$ cat src/rtl/manch_enc_pkg.sv
package manch_enc_pkg;

    localparam int DEF_DATA_BITS    = 16;
    localparam int DEF_CLK_PER_HALF = 6;
    localparam int DEF_SYNC_BITS    = 3;

    typedef enum logic [1:0] {
        LINE_IDLE = 2'd0,
        LINE_POS  = 2'd1,
        LINE_NEG  = 2'd2
    } line_e;

    typedef struct packed {
        logic half_tick;   // last cycle of a half-bit
        logic bit_end;     // last cycle of a whole bit
        logic phase;       // 0: first half-bit, 1: second half-bit
    } timebase_t;

    typedef struct packed {
        logic active;      // a word is on the line
        logic cmd;         // sync kind latched at word start
        logic cur;         // bit currently being coded
        logic nxt;         // bit fetched for the next bit time
        logic par;         // running odd parity
    } frame_t;

    // Manchester II half-bit: a one is positive then negative.
    function automatic line_e manch_half(input logic v, input logic second);
        return (v ^ second) ? LINE_POS : LINE_NEG;
    endfunction

endpackage

$ cat src/rtl/manch_enc_divider.sv
module manch_enc_divider
    import manch_enc_pkg::*;
#(
    parameter int DIV = DEF_CLK_PER_HALF
) (
    input  logic      clk,
    input  logic      rst,
    output timebase_t tb,
    output logic      div_o
);
    localparam int            CW   = $clog2(DIV);
    localparam logic [CW-1:0] TOP  = CW'(DIV - 1);
    localparam logic [CW-1:0] HALF = CW'(DIV / 2);

    logic [CW-1:0] cnt;
    logic          phase;

    always_ff @(posedge clk) begin
        if (rst) begin
            cnt   <= '0;
            phase <= 1'b0;
        end else if (cnt == TOP) begin
            cnt   <= '0;
            phase <= ~phase;
        end else begin
            cnt   <= cnt + 1'b1;
        end
    end

    always_comb begin
        tb.half_tick = (cnt == TOP);
        tb.bit_end   = (cnt == TOP) && phase;
        tb.phase     = phase;
        div_o        = (cnt < HALF);
    end


    phase_step_chk: assert property (@(posedge clk) disable iff (rst)
        (cnt != TOP) |=> $stable(phase));

endmodule

$ cat src/rtl/manch_enc_framer.sv
module manch_enc_framer
    import manch_enc_pkg::*;
#(
    parameter int DATA_BITS = DEF_DATA_BITS,
    parameter int SYNC_BITS = DEF_SYNC_BITS
) (
    input  logic      clk,
    input  logic      rst,
    input  timebase_t tb,
    input  logic      enable_i,
    input  logic      cmd_sel_i,
    input  logic      sdi_i,
    output line_e     level_o,
    output logic      send_data_o
);
    localparam int            LAST      = SYNC_BITS + DATA_BITS;
    localparam int            IW        = $clog2(LAST + 1);
    localparam logic [IW-1:0] IDX_LAST  = IW'(LAST);
    localparam logic [IW-1:0] IDX_D0    = IW'(SYNC_BITS);
    localparam logic [IW-1:0] IDX_FIRST = IW'(SYNC_BITS - 1);
    localparam logic [IW-1:0] IDX_FLAST = IW'(LAST - 2);
    localparam logic [IW:0]   SYNC_MID  = (IW + 1)'(SYNC_BITS);

    frame_t        st;
    logic [IW-1:0] idx;
    logic [IW-1:0] idx_inc;
    logic [IW:0]   sync_half;
    logic          fetch;

    assign idx_inc   = idx + 1'b1;
    assign sync_half = {idx, tb.phase};
    assign fetch     = st.active && (idx >= IDX_FIRST) && (idx <= IDX_FLAST);

    always_ff @(posedge clk) begin
        if (rst) begin
            st  <= '0;
            idx <= '0;
        end else begin
            // rising edge of the shift clock: take the next payload bit
            if (tb.half_tick && !tb.phase && fetch) begin
                st.nxt <= sdi_i;
                st.par <= st.par ^ sdi_i;
            end
            if (tb.bit_end) begin
                if (!st.active || idx == IDX_LAST) begin
                    st.active <= enable_i;
                    st.cmd    <= cmd_sel_i;
                    st.par    <= 1'b1;
                    idx       <= '0;
                end else begin
                    idx <= idx_inc;
                    if (idx_inc == IDX_LAST)
                        st.cur <= st.par;
                    else if (idx_inc >= IDX_D0)
                        st.cur <= st.nxt;
                end
            end
        end
    end

    always_comb begin
        if (!st.active)
            level_o = LINE_IDLE;
        else if (idx < IDX_D0)
            level_o = ((sync_half < SYNC_MID) == st.cmd) ? LINE_POS : LINE_NEG;
        else
            level_o = manch_half(st.cur, tb.phase);
        send_data_o = fetch;
    end


    idx_step_chk: assert property (@(posedge clk) disable iff (rst)
        (st.active && idx != IDX_LAST) |=>
            (st.active && (idx == $past(idx) || idx == $past(idx) + 1'b1)));


    cmd_hold_chk: assert property (@(posedge clk) disable iff (rst)
        (st.active && !tb.bit_end) |=> $stable(st.cmd));


    fetch_edge_chk: assert property (@(posedge clk) disable iff (rst)
        $rose(send_data_o) |-> (!tb.phase && !tb.half_tick));

endmodule

$ cat src/rtl/manch_enc_line.sv
module manch_enc_line
    import manch_enc_pkg::*;
(
    input  logic  clk,
    input  logic  rst,
    input  line_e level_i,
    input  logic  drive_en_i,
    output logic  one_n_o,
    output logic  zero_n_o
);
    always_comb begin
        one_n_o  = !(drive_en_i && level_i == LINE_POS);
        zero_n_o = !(drive_en_i && level_i == LINE_NEG);
    end


    never_both_chk: assert property (@(posedge clk) disable iff (rst)
        (one_n_o || zero_n_o));


    inhibit_chk: assert property (@(posedge clk) disable iff (rst)
        !drive_en_i |-> (one_n_o && zero_n_o));

endmodule

$ cat src/rtl/manch_sync_encoder.sv
module manch_sync_encoder
    import manch_enc_pkg::*;
#(
    parameter int DATA_BITS    = DEF_DATA_BITS,
    parameter int CLK_PER_HALF = DEF_CLK_PER_HALF,
    parameter int SYNC_BITS    = DEF_SYNC_BITS
) (
    input  logic clk,
    input  logic rst,
    input  logic enable_i,
    input  logic cmd_sel_i,
    input  logic sdi_i,
    input  logic drive_en_i,
    output logic div6_o,
    output logic shift_clk_o,
    output logic send_data_o,
    output logic bip_one_n_o,
    output logic bip_zero_n_o
);
    timebase_t tb;
    line_e     level;

    manch_enc_divider #(.DIV(CLK_PER_HALF)) u_div (
        .clk   (clk),
        .rst   (rst),
        .tb    (tb),
        .div_o (div6_o)
    );

    manch_enc_framer #(.DATA_BITS(DATA_BITS), .SYNC_BITS(SYNC_BITS)) u_frm (
        .clk         (clk),
        .rst         (rst),
        .tb          (tb),
        .enable_i    (enable_i),
        .cmd_sel_i   (cmd_sel_i),
        .sdi_i       (sdi_i),
        .level_o     (level),
        .send_data_o (send_data_o)
    );

    manch_enc_line u_line (
        .clk        (clk),
        .rst        (rst),
        .level_i    (level),
        .drive_en_i (drive_en_i),
        .one_n_o    (bip_one_n_o),
        .zero_n_o   (bip_zero_n_o)
    );

    assign shift_clk_o = tb.phase;


    idle_line_chk: assert property (@(posedge clk) disable iff (rst)
        (level == LINE_IDLE) |-> (bip_one_n_o && bip_zero_n_o && !send_data_o));

endmodule

$ cat config.mk
export PLATFORM = sky130hd
export DESIGN_NAME = manch_sync_encoder
export DESIGN_NICKNAME = d
export VERILOG_FILES = /design/src/rtl/manch_enc_pkg.sv /design/src/rtl/manch_enc_divider.sv /design/src/rtl/manch_enc_framer.sv /design/src/rtl/manch_enc_line.sv /design/src/rtl/manch_sync_encoder.sv
export SDC_FILE = /design/constraint.sdc
export NUM_CORES = 1
export LEC_CHECK = 0
export BUFFER_PORTS_ARGS = -buffer_cell sky130_fd_sc_hd__buf_2
export CORE_UTILIZATION = 40
export CTS_CLUSTER_SIZE = 28
export DETAILED_ROUTE_END_ITERATION = 10
export PLACE_DENSITY = 0.57
export SYNTH_ARGS = -nofsm -noshare
export SYNTH_HDL_FRONTEND = slang
export SYNTH_SLANG_ARGS = --single-unit
$ cat constraint.sdc
create_clock -name clk -period 4.48 [get_ports clk]
set_clock_uncertainty 0.1 [all_clocks]
set_input_delay 1.344 -clock clk [delete_from_list [all_inputs] [get_ports clk]]
set_output_delay 1.344 -clock clk [all_outputs]
set_load 0.02 [all_outputs]
==> results of run 1 <==
placed cells by master (no fill, tap or decap), types with 2 or more instances in the layout:
master     n
a211oi_1   2
a21oi_1   11
buf_2     10
clkbuf_4   3
dfxtp_1   14
ha_1       5
inv_1      4
mux2i_1    3
nand2_1    6
nand3_1    5
nand3b_1   2
nor2_1    14
nor3_1     3
nor4_1     3
o21ai_0    3
xor2_1     4
cells by family after synthesis:
kind of cell	share of synthesized area, %
compound gates	20.0
xor+xnor	4.97
fa+ha+maj	7.10
buf+inv	7.67
flops	31.8
mux	3.41
simple gates	25.0
critical path: cells and delay by family (launching register included):
kind	cells	cell delay (ns)
AO/OA/AOI/OAI	1	0.17
adder cells (fa/ha/maj)	1	0.24
buffers and inverters	2	0.28
AND/OR/NAND/NOR	2	0.35
flip-flops	1	0.55
worst max path at each step:
stage	slack, ns	to	from
after floorplan	1.45	bip_one_n_o	drive_en_i
after global placement	1.33	bip_one_n_o	drive_en_i
after detailed placement	1.32	bip_one_n_o	drive_en_i
after CTS	1.17	send_data_o	u_frm.idx[0]$_SDFFE_PP0P_
after global routing	1.02	send_data_o	u_frm.idx[0]$_SDFFE_PP0P_
final	1.17	send_data_o	u_frm.idx[0]$_SDFFE_PP0P_
report_power, final:
group | switching [W] | internal [W]
Clock | 0.0000406 | 0.0000494
Combinational | 0.00000871 | 0.00000600
Sequential | 0.00000288 | 0.000127
Total | 0.0000522 | 0.000182
per-stage QoR:
step | worst slack, ns | power, W
floorplan | 1.45 | 0.000142
global placement | 1.33 | 0.000147
detailed placement | 1.32 | 0.000148
CTS | 1.17 | 0.000238
global route | 1.02 | 0.000249
finish | 1.17 | 0.000235
layout make-up:
| cell class | instances | area [um^2] |
|---|---|---|
| fillers | 213 | 1070 |
| multi-input cells | 80 | 533 |
| flip-flops and latches | 14 | 280 |
| repair buffers | 10 | 50.0 |
| clock buffers | 4 | 36.3 |
| well taps | 27 | 33.8 |
| inverters | 4 | 15.0 |
state kept, by name (all words and copies together), names as in the netlist:
signal       cells
u_frm.st         5
u_div.phase      1
u_div.cnt        3
u_frm.idx        5
per-layer routing:
metal | part of all wire, % | vias up | wire [um]
met3 | 3.9 | 2 | 67
met5 | 0 | - | 0
met1 | 51 | 340 | 884
met2 | 44 | 11 | 766
li1 | - | 391 | -
met4 | 0.52 | 0 | 9
==> flow_results.xml, run 1 <==
<?xml version="1.0" encoding="UTF-8"?>
<metrics>
  <group name="synth">
    <metric name="ys_warn_count" unit="">0</metric>
    <metric name="mappedNetlistArea" unit="um^2">881</metric>
    <metric name="synth-seq-cells" unit="">14</metric>
    <metric name="post_synth_num_cell_types" unit="">37</metric>
    <metric name="yosysTopAreaCell" unit="">dfxtp_1</metric>
    <metric name="proportion_of_register_bits_with_asynchronous_set_or_reset_after_synthesis" unit="%">0</metric>
    <metric name="synth_top_cell_area_share" unit="%">31.8</metric>
    <metric name="post_synth_inst_count" unit="">105</metric>
    <metric name="dominantRegCellSynth" unit="">dfxtp_1</metric>
    <metric name="netlist_top_cells_area" unit="">dfxtp_1 (32%), ha_1 (7.1%), a21oi_1 (6.3%), nor2_1 (6.0%), xor2_1 (4.0%)</metric>
    <metric name="post_synthesis_net_count" unit="">116</metric>
    <metric name="count_of_flip_flops_with_a_built_in_enable_after_synthesis" unit="">0</metric>
    <metric name="synth.top_cells.by_count" unit="">dfxtp_1 (14), nor2_1 (14), a21oi_1 (11)</metric>
    <metric name="synth_seq_area_share" unit="%">31.8</metric>
    <metric name="post_synth.cell_area_avg" unit="um^2">8.39</metric>
  </group>
  <group name="critical_path">
    <metric name="r2r-start" unit="">u_frm.idx[1]$_SDFFE_PP0P_</metric>
    <metric name="ff2ff_path_depth" unit="">6</metric>
    <metric name="worst_path_cell_with_the_longest_stage_delay" unit="">dfxtp_1</metric>
    <metric name="critical_path_type" unit="">flip-flop to primary output</metric>
    <metric name="setup.worst_path.start_class" unit="">flip-flop</metric>
    <metric name="crit_path_end_kind" unit="">primary output</metric>
    <metric name="cp_max_fo" unit="">11</metric>
    <metric name="regToRegEndpoint" unit="">u_frm.st[2]$_SDFFE_PP0P_</metric>
    <metric name="worst-endpoint-arrival" unit="ns">1.86</metric>
    <metric name="worst_reg_to_reg_setup_slack" unit="ns">2.23</metric>
    <metric name="crit_chain" unit="">inv_1 -&gt; ha_1 -&gt; nor4_1 -&gt; o2bb2ai_1 -&gt; and2_1 -&gt; buf_2</metric>
    <metric name="critical_path.max_stage_delay" unit="ns">0.55</metric>
    <metric name="worst_ep_required_time" unit="ns">3.04</metric>
  </group>
  <group name="sta">
    <metric name="hold_violations" unit="">0</metric>
    <metric name="finalMaxSlewViolations" unit="">0</metric>
    <metric name="fin_hold_ws" unit="ns">0.362</metric>
    <metric name="timing_worst_slew_pin_value" unit="ns">0.407</metric>
    <metric name="sum_of_negative_setup_slack" unit="ns">0</metric>
    <metric name="finalCritPeriodShare" unit="%">73.9</metric>
    <metric name="max_freq" unit="MHz">302</metric>
    <metric name="grt_setup_unrepaired" unit="">false</metric>
    <metric name="timing.slew.headroom" unit="%">72.9</metric>
    <metric name="min_period" unit="ns">3.31</metric>
    <metric name="final-setup-viol-count" unit="">0</metric>
  </group>
  <group name="placed_design">
    <metric name="placed_cells" unit="">135</metric>
    <metric name="detailedPlacementHpwl" unit="um">1270</metric>
    <metric name="io_buffer_count" unit="">10</metric>
    <metric name="placedInstanceArea" unit="um^2">912</metric>
    <metric name="gp_congestion" unit="">0.797</metric>
  </group>
  <group name="cts">
    <metric name="cts-root-buf" unit="">clkbuf_4</metric>
    <metric name="tritoncts_num_sinks" unit="">14</metric>
    <metric name="cts_max_level" unit="">1</metric>
    <metric name="clk_pin_slew" unit="ns">0.09</metric>
    <metric name="cts_made_buffers" unit="">3</metric>
    <metric name="number_of_cells_upsized_or_downsized_after_cts" unit="">0</metric>
    <metric name="clock_tree_from_tritoncts" unit="">built</metric>
    <metric name="cts_hold_repair.buffers" unit="">0</metric>
    <metric name="cts_buffer_depth" unit="">2</metric>
    <metric name="postCtsSetupRepairBufs" unit="">0</metric>
    <metric name="clk_latency" unit="ns">0.27</metric>
  </group>
  <group name="grt">
    <metric name="globalRouteMet3Util" unit="%">3.12</metric>
    <metric name="grt_antenna_before_repair" unit="">0</metric>
    <metric name="grt_pass1_wl" unit="um">3220</metric>
    <metric name="grt_usage" unit="%">17.1</metric>
    <metric name="grt_use_met1" unit="%">25.8</metric>
    <metric name="grt_most_used_layer" unit="">met1</metric>
    <metric name="grtUsageMet2" unit="%">24.8</metric>
    <metric name="grt_overflow" unit="">0</metric>
    <metric name="first_global_vias" unit="">677</metric>
    <metric name="largest_net_degree_at_the_start_of_global_routing" unit="">15</metric>
  </group>
  <group name="power_and_ir_drop">
    <metric name="power.density" unit="nW/um^2">247</metric>
    <metric name="vdd_ir_drop_max" unit="mV">0.178</metric>
    <metric name="p_leak" unit="nW">0.362</metric>
  </group>
  <group name="hold_path">
    <metric name="hold-path-cell-count" unit="">2</metric>
    <metric name="hold_crit_endpoint" unit="">u_frm.st[1]$_SDFFE_PP0P_</metric>
    <metric name="hp-start" unit="">u_frm.st[1]$_SDFFE_PP0P_</metric>
    <metric name="hold_class" unit="">flip-flop to flip-flop</metric>
  </group>
  <group name="floorplanning">
    <metric name="num_rows" unit="">16</metric>
    <metric name="chipWidth" unit="um">48.9</metric>
    <metric name="io_pins" unit="">11</metric>
    <metric name="fp.dieH" unit="um">48.9</metric>
    <metric name="core_area" unit="um^2">2020</metric>
    <metric name="die_area" unit="um^2">2390</metric>
    <metric name="start_util" unit="%">43.6</metric>
  </group>
  <group name="finish">
    <metric name="final_cell_count_no_fill" unit="">139</metric>
    <metric name="post_route_cells_drive_above_1_share" unit="%">17.9</metric>
    <metric name="nNetsFinal" unit="">124</metric>
    <metric name="final_core_util" unit="%">46.9</metric>
    <metric name="layout_area_overhead" unit="%">7.67</metric>
    <metric name="post-route-cell-area" unit="um^2">948</metric>
    <metric name="antenna-diode-count" unit="">0</metric>
  </group>
  <group name="detailed_routing">
    <metric name="drt.antenna.violating_nets" unit="">0</metric>
    <metric name="drt_first_pass_iters" unit="">4</metric>
    <metric name="drc" unit="">0</metric>
    <metric name="wl_per_cell" unit="um">12.4</metric>
    <metric name="routed_via_density" unit="">5.35</metric>
    <metric name="detailedRoute.firstIterationViolations" unit="">9</metric>
    <metric name="vias" unit="">744</metric>
    <metric name="routed_wirelength" unit="um">1730</metric>
  </group>
  <group name="status">
    <metric name="outcome" unit="">completed</metric>
  </group>
  <group name="job">
    <metric name="drv_cap" unit="">0</metric>
  </group>
</metrics>
(Power assumes the default switching activity.)
==> run 2, diff against run 1 <==
==> constraint.sdc (replaced) <==
create_clock -name clk -period 3.3 [get_ports clk]
set_clock_uncertainty 0.1 [all_clocks]
set_input_delay 0.99 -clock clk [delete_from_list [all_inputs] [get_ports clk]]
set_output_delay 0.99 -clock clk [all_outputs]
set_load 0.02 [all_outputs]
==> flow_results.xml, run 2 (synthesized netlist as in run 1, its figures left out) <==
<?xml version="1.0" encoding="UTF-8"?>
<metrics>
  <group name="power_and_ir_drop">
    <metric name="swShare" unit="%">23.7</metric>
    <metric name="power.density" unit="nW/um^2">312</metric>
    <metric name="internal_power" unit="W">0.000223</metric>
    <metric name="net-switching-power" unit="W">0.0000693</metric>
    <metric name="p_leak" unit="nW">0.355</metric>
    <metric name="report.power.total" unit="W">0.000292</metric>
    <metric name="clock_power_share" unit="%">33.0</metric>
    <metric name="combPwrFrac" unit="%">6.7</metric>
    <metric name="vdd_ir_drop_max" unit="mV">0.201</metric>
    <metric name="p_seq_share" unit="%">60.4</metric>
  </group>
  <group name="critical_path">
    <metric name="worst_reg_to_reg_setup_slack" unit="ns">1.02</metric>
    <metric name="regToRegEndpoint" unit="">u_frm.st[2]$_SDFFE_PP0P_</metric>
    <metric name="worst_ep_required_time" unit="ns">2.21</metric>
    <metric name="setup.worst_path.start_class" unit="">flip-flop</metric>
    <metric name="crit_path_end_kind" unit="">primary output</metric>
    <metric name="critical_path_type" unit="">flip-flop to primary output</metric>
    <metric name="cp_max_fo" unit="">11</metric>
    <metric name="worst-endpoint-arrival" unit="ns">1.90</metric>
    <metric name="ff2ff_path_depth" unit="">6</metric>
    <metric name="r2r-start" unit="">u_frm.idx[1]$_SDFFE_PP0P_</metric>
  </group>
  <group name="placed_design">
    <metric name="placedInstanceArea" unit="um^2">912</metric>
    <metric name="detailedPlacementHpwl" unit="um">1230</metric>
    <metric name="io_buffer_count" unit="">10</metric>
    <metric name="gp_congestion" unit="">0.786</metric>
  </group>
  <group name="sta">
    <metric name="sum_of_negative_setup_slack" unit="ns">0</metric>
    <metric name="finalCritPeriodShare" unit="%">90.5</metric>
    <metric name="timing.slew.headroom" unit="%">73.0</metric>
    <metric name="min_period" unit="ns">2.99</metric>
    <metric name="final-setup-viol-count" unit="">0</metric>
    <metric name="hold_violations" unit="">0</metric>
    <metric name="finalMaxSlewViolations" unit="">0</metric>
    <metric name="grt_setup_unrepaired" unit="">false</metric>
    <metric name="max_freq" unit="MHz">335</metric>
    <metric name="timing_worst_slew_pin_value" unit="ns">0.404</metric>
  </group>
  <group name="cts">
    <metric name="clk_latency" unit="ns">0.27</metric>
    <metric name="postCtsSetupRepairBufs" unit="">0</metric>
    <metric name="cts_buffer_depth" unit="">2</metric>
    <metric name="cts_made_buffers" unit="">3</metric>
    <metric name="number_of_cells_upsized_or_downsized_after_cts" unit="">0</metric>
    <metric name="cts_hold_repair.buffers" unit="">0</metric>
    <metric name="cts_max_level" unit="">1</metric>
    <metric name="cts-root-buf" unit="">clkbuf_4</metric>
    <metric name="clk_pin_slew" unit="ns">0.08</metric>
    <metric name="tritoncts_num_sinks" unit="">14</metric>
    <metric name="clock_tree_from_tritoncts" unit="">built</metric>
  </group>
  <group name="finish">
    <metric name="post_route_cells_drive_above_1_share" unit="%">17.1</metric>
    <metric name="post-route-cell-area" unit="um^2">935</metric>
    <metric name="nNetsFinal" unit="">124</metric>
    <metric name="largest_registers" unit="">u_frm.idx x5, u_frm.st x5, u_div.cnt x3</metric>
    <metric name="layout_area_overhead" unit="%">6.11</metric>
    <metric name="most-common-layout-cells" unit="">nor2_1 (14), dfxtp_1 (14), a21oi_1 (11)</metric>
    <metric name="antenna-diode-count" unit="">0</metric>
  </group>
  <group name="floorplanning">
    <metric name="num_rows" unit="">16</metric>
    <metric name="core_area" unit="um^2">2020</metric>
    <metric name="io_pins" unit="">11</metric>
    <metric name="start_util" unit="%">43.6</metric>
    <metric name="chipWidth" unit="um">48.9</metric>
    <metric name="fp.dieH" unit="um">48.9</metric>
    <metric name="die_area" unit="um^2">2390</metric>
  </group>
  <group name="status">
    <metric name="outcome" unit="">completed</metric>
  </group>
  <group name="grt">
    <metric name="grt_overflow" unit="">0</metric>
    <metric name="first_global_vias" unit="">688</metric>
    <metric name="grt_antenna_before_repair" unit="">0</metric>
    <metric name="largest_net_degree_at_the_start_of_global_routing" unit="">15</metric>
    <metric name="grt_pass1_wl" unit="um">3050</metric>
    <metric name="grt_usage" unit="%">16.3</metric>
  </group>
  <group name="detailed_routing">
    <metric name="drc" unit="">0</metric>
    <metric name="vias" unit="">745</metric>
    <metric name="routed_wirelength" unit="um">1690</metric>
    <metric name="routed_via_density" unit="">5.40</metric>
    <metric name="wl_per_cell" unit="um">12.2</metric>
    <metric name="drt.antenna.violating_nets" unit="">0</metric>
    <metric name="detailedRoute.firstIterationViolations" unit="">17</metric>
    <metric name="drt_first_pass_iters" unit="">4</metric>
  </group>
  <group name="hold_path">
    <metric name="hold-path-cell-count" unit="">2</metric>
    <metric name="hp-start" unit="">u_frm.st[1]$_SDFFE_PP0P_</metric>
    <metric name="hold_crit_endpoint" unit="">u_frm.st[1]$_SDFFE_PP0P_</metric>
    <metric name="hold_class" unit="">flip-flop to flip-flop</metric>
  </group>
  <group name="job">
    <metric name="drv_cap" unit="">0</metric>
  </group>
</metrics>
## run 2: changes by cell type in the layout (fill, tap and decap cells not counted), sizes merged
cell / before / now
clkbuf: 4 / 3
## run 2: how the worst max path moves through the flow
stage | cells after the start | to | startpoint | slack, ns
finish | 6 | send_data_o | u_frm.idx[0]$_SDFFE_PP0P_ | 0.31
global route | 6 | send_data_o | u_frm.idx[0]$_SDFFE_PP0P_ | 0.17
CTS | 6 | send_data_o | u_frm.idx[0]$_SDFFE_PP0P_ | 0.33
detailed placement | 6 | send_data_o | u_frm.idx[0]$_SDFFE_PP0P_ | 0.64
global placement | 6 | send_data_o | u_frm.idx[0]$_SDFFE_PP0P_ | 0.73
floorplan | 6 | bip_zero_n_o | u_div.phase$_SDFFE_PP0N_ | 0.90
## run 2: power groups by stage
stage                     Clock (W)  Combinational (W)  Sequential, W
after floorplan                   0          0.0000141       0.000179
after global routing       0.000109          0.0000230       0.000177
final                     0.0000962          0.0000194       0.000176
after global placement            0          0.0000193       0.000180
after detailed placement          0          0.0000198       0.000180
after CTS                  0.000101          0.0000198       0.000176
## run 2: final cells by class
type                            count  area (um^2)
Inverter                            4         15.0
Timing Repair Buffer               10         50.0
Tap cell                           27         33.8
Clock buffer                        3         22.5
Multi-Input combinational cell     80          533
Fill cell                         207         1090
Sequential cell                    14          280
## run 2: per-stage QoR
stage	hold WS, ns	utilization [%]	std cells	worst slack [ns]
4_1_cts	0.383	46.2	138	0.328
6_report	0.378	46.2	138	0.314
3_5_place_dp	0.371	45.1	135	0.638
5_1_grt	0.435	46.2	138	0.168
3_3_place_gp	0.347	45.1	135	0.731
2_1_floorplan	0.336	-	105	0.900
## run 2: metal layers
layer,GRT usage (%),wire length (um),up-vias
li1,-,-,386
met1,21.9,869,345
met2,25.0,741,12
met3,3.12,59,2
met4,7.35,14,0
met5,0,0,-
## run 2: critical path: stages, from the launching register on
cell	delay, ns
dfxtp_1	0.54
inv_1	0.14
ha_1	0.25
nor4_1	0.21
o2bb2ai_1	0.16
and2_1	0.18
buf_2	0.15
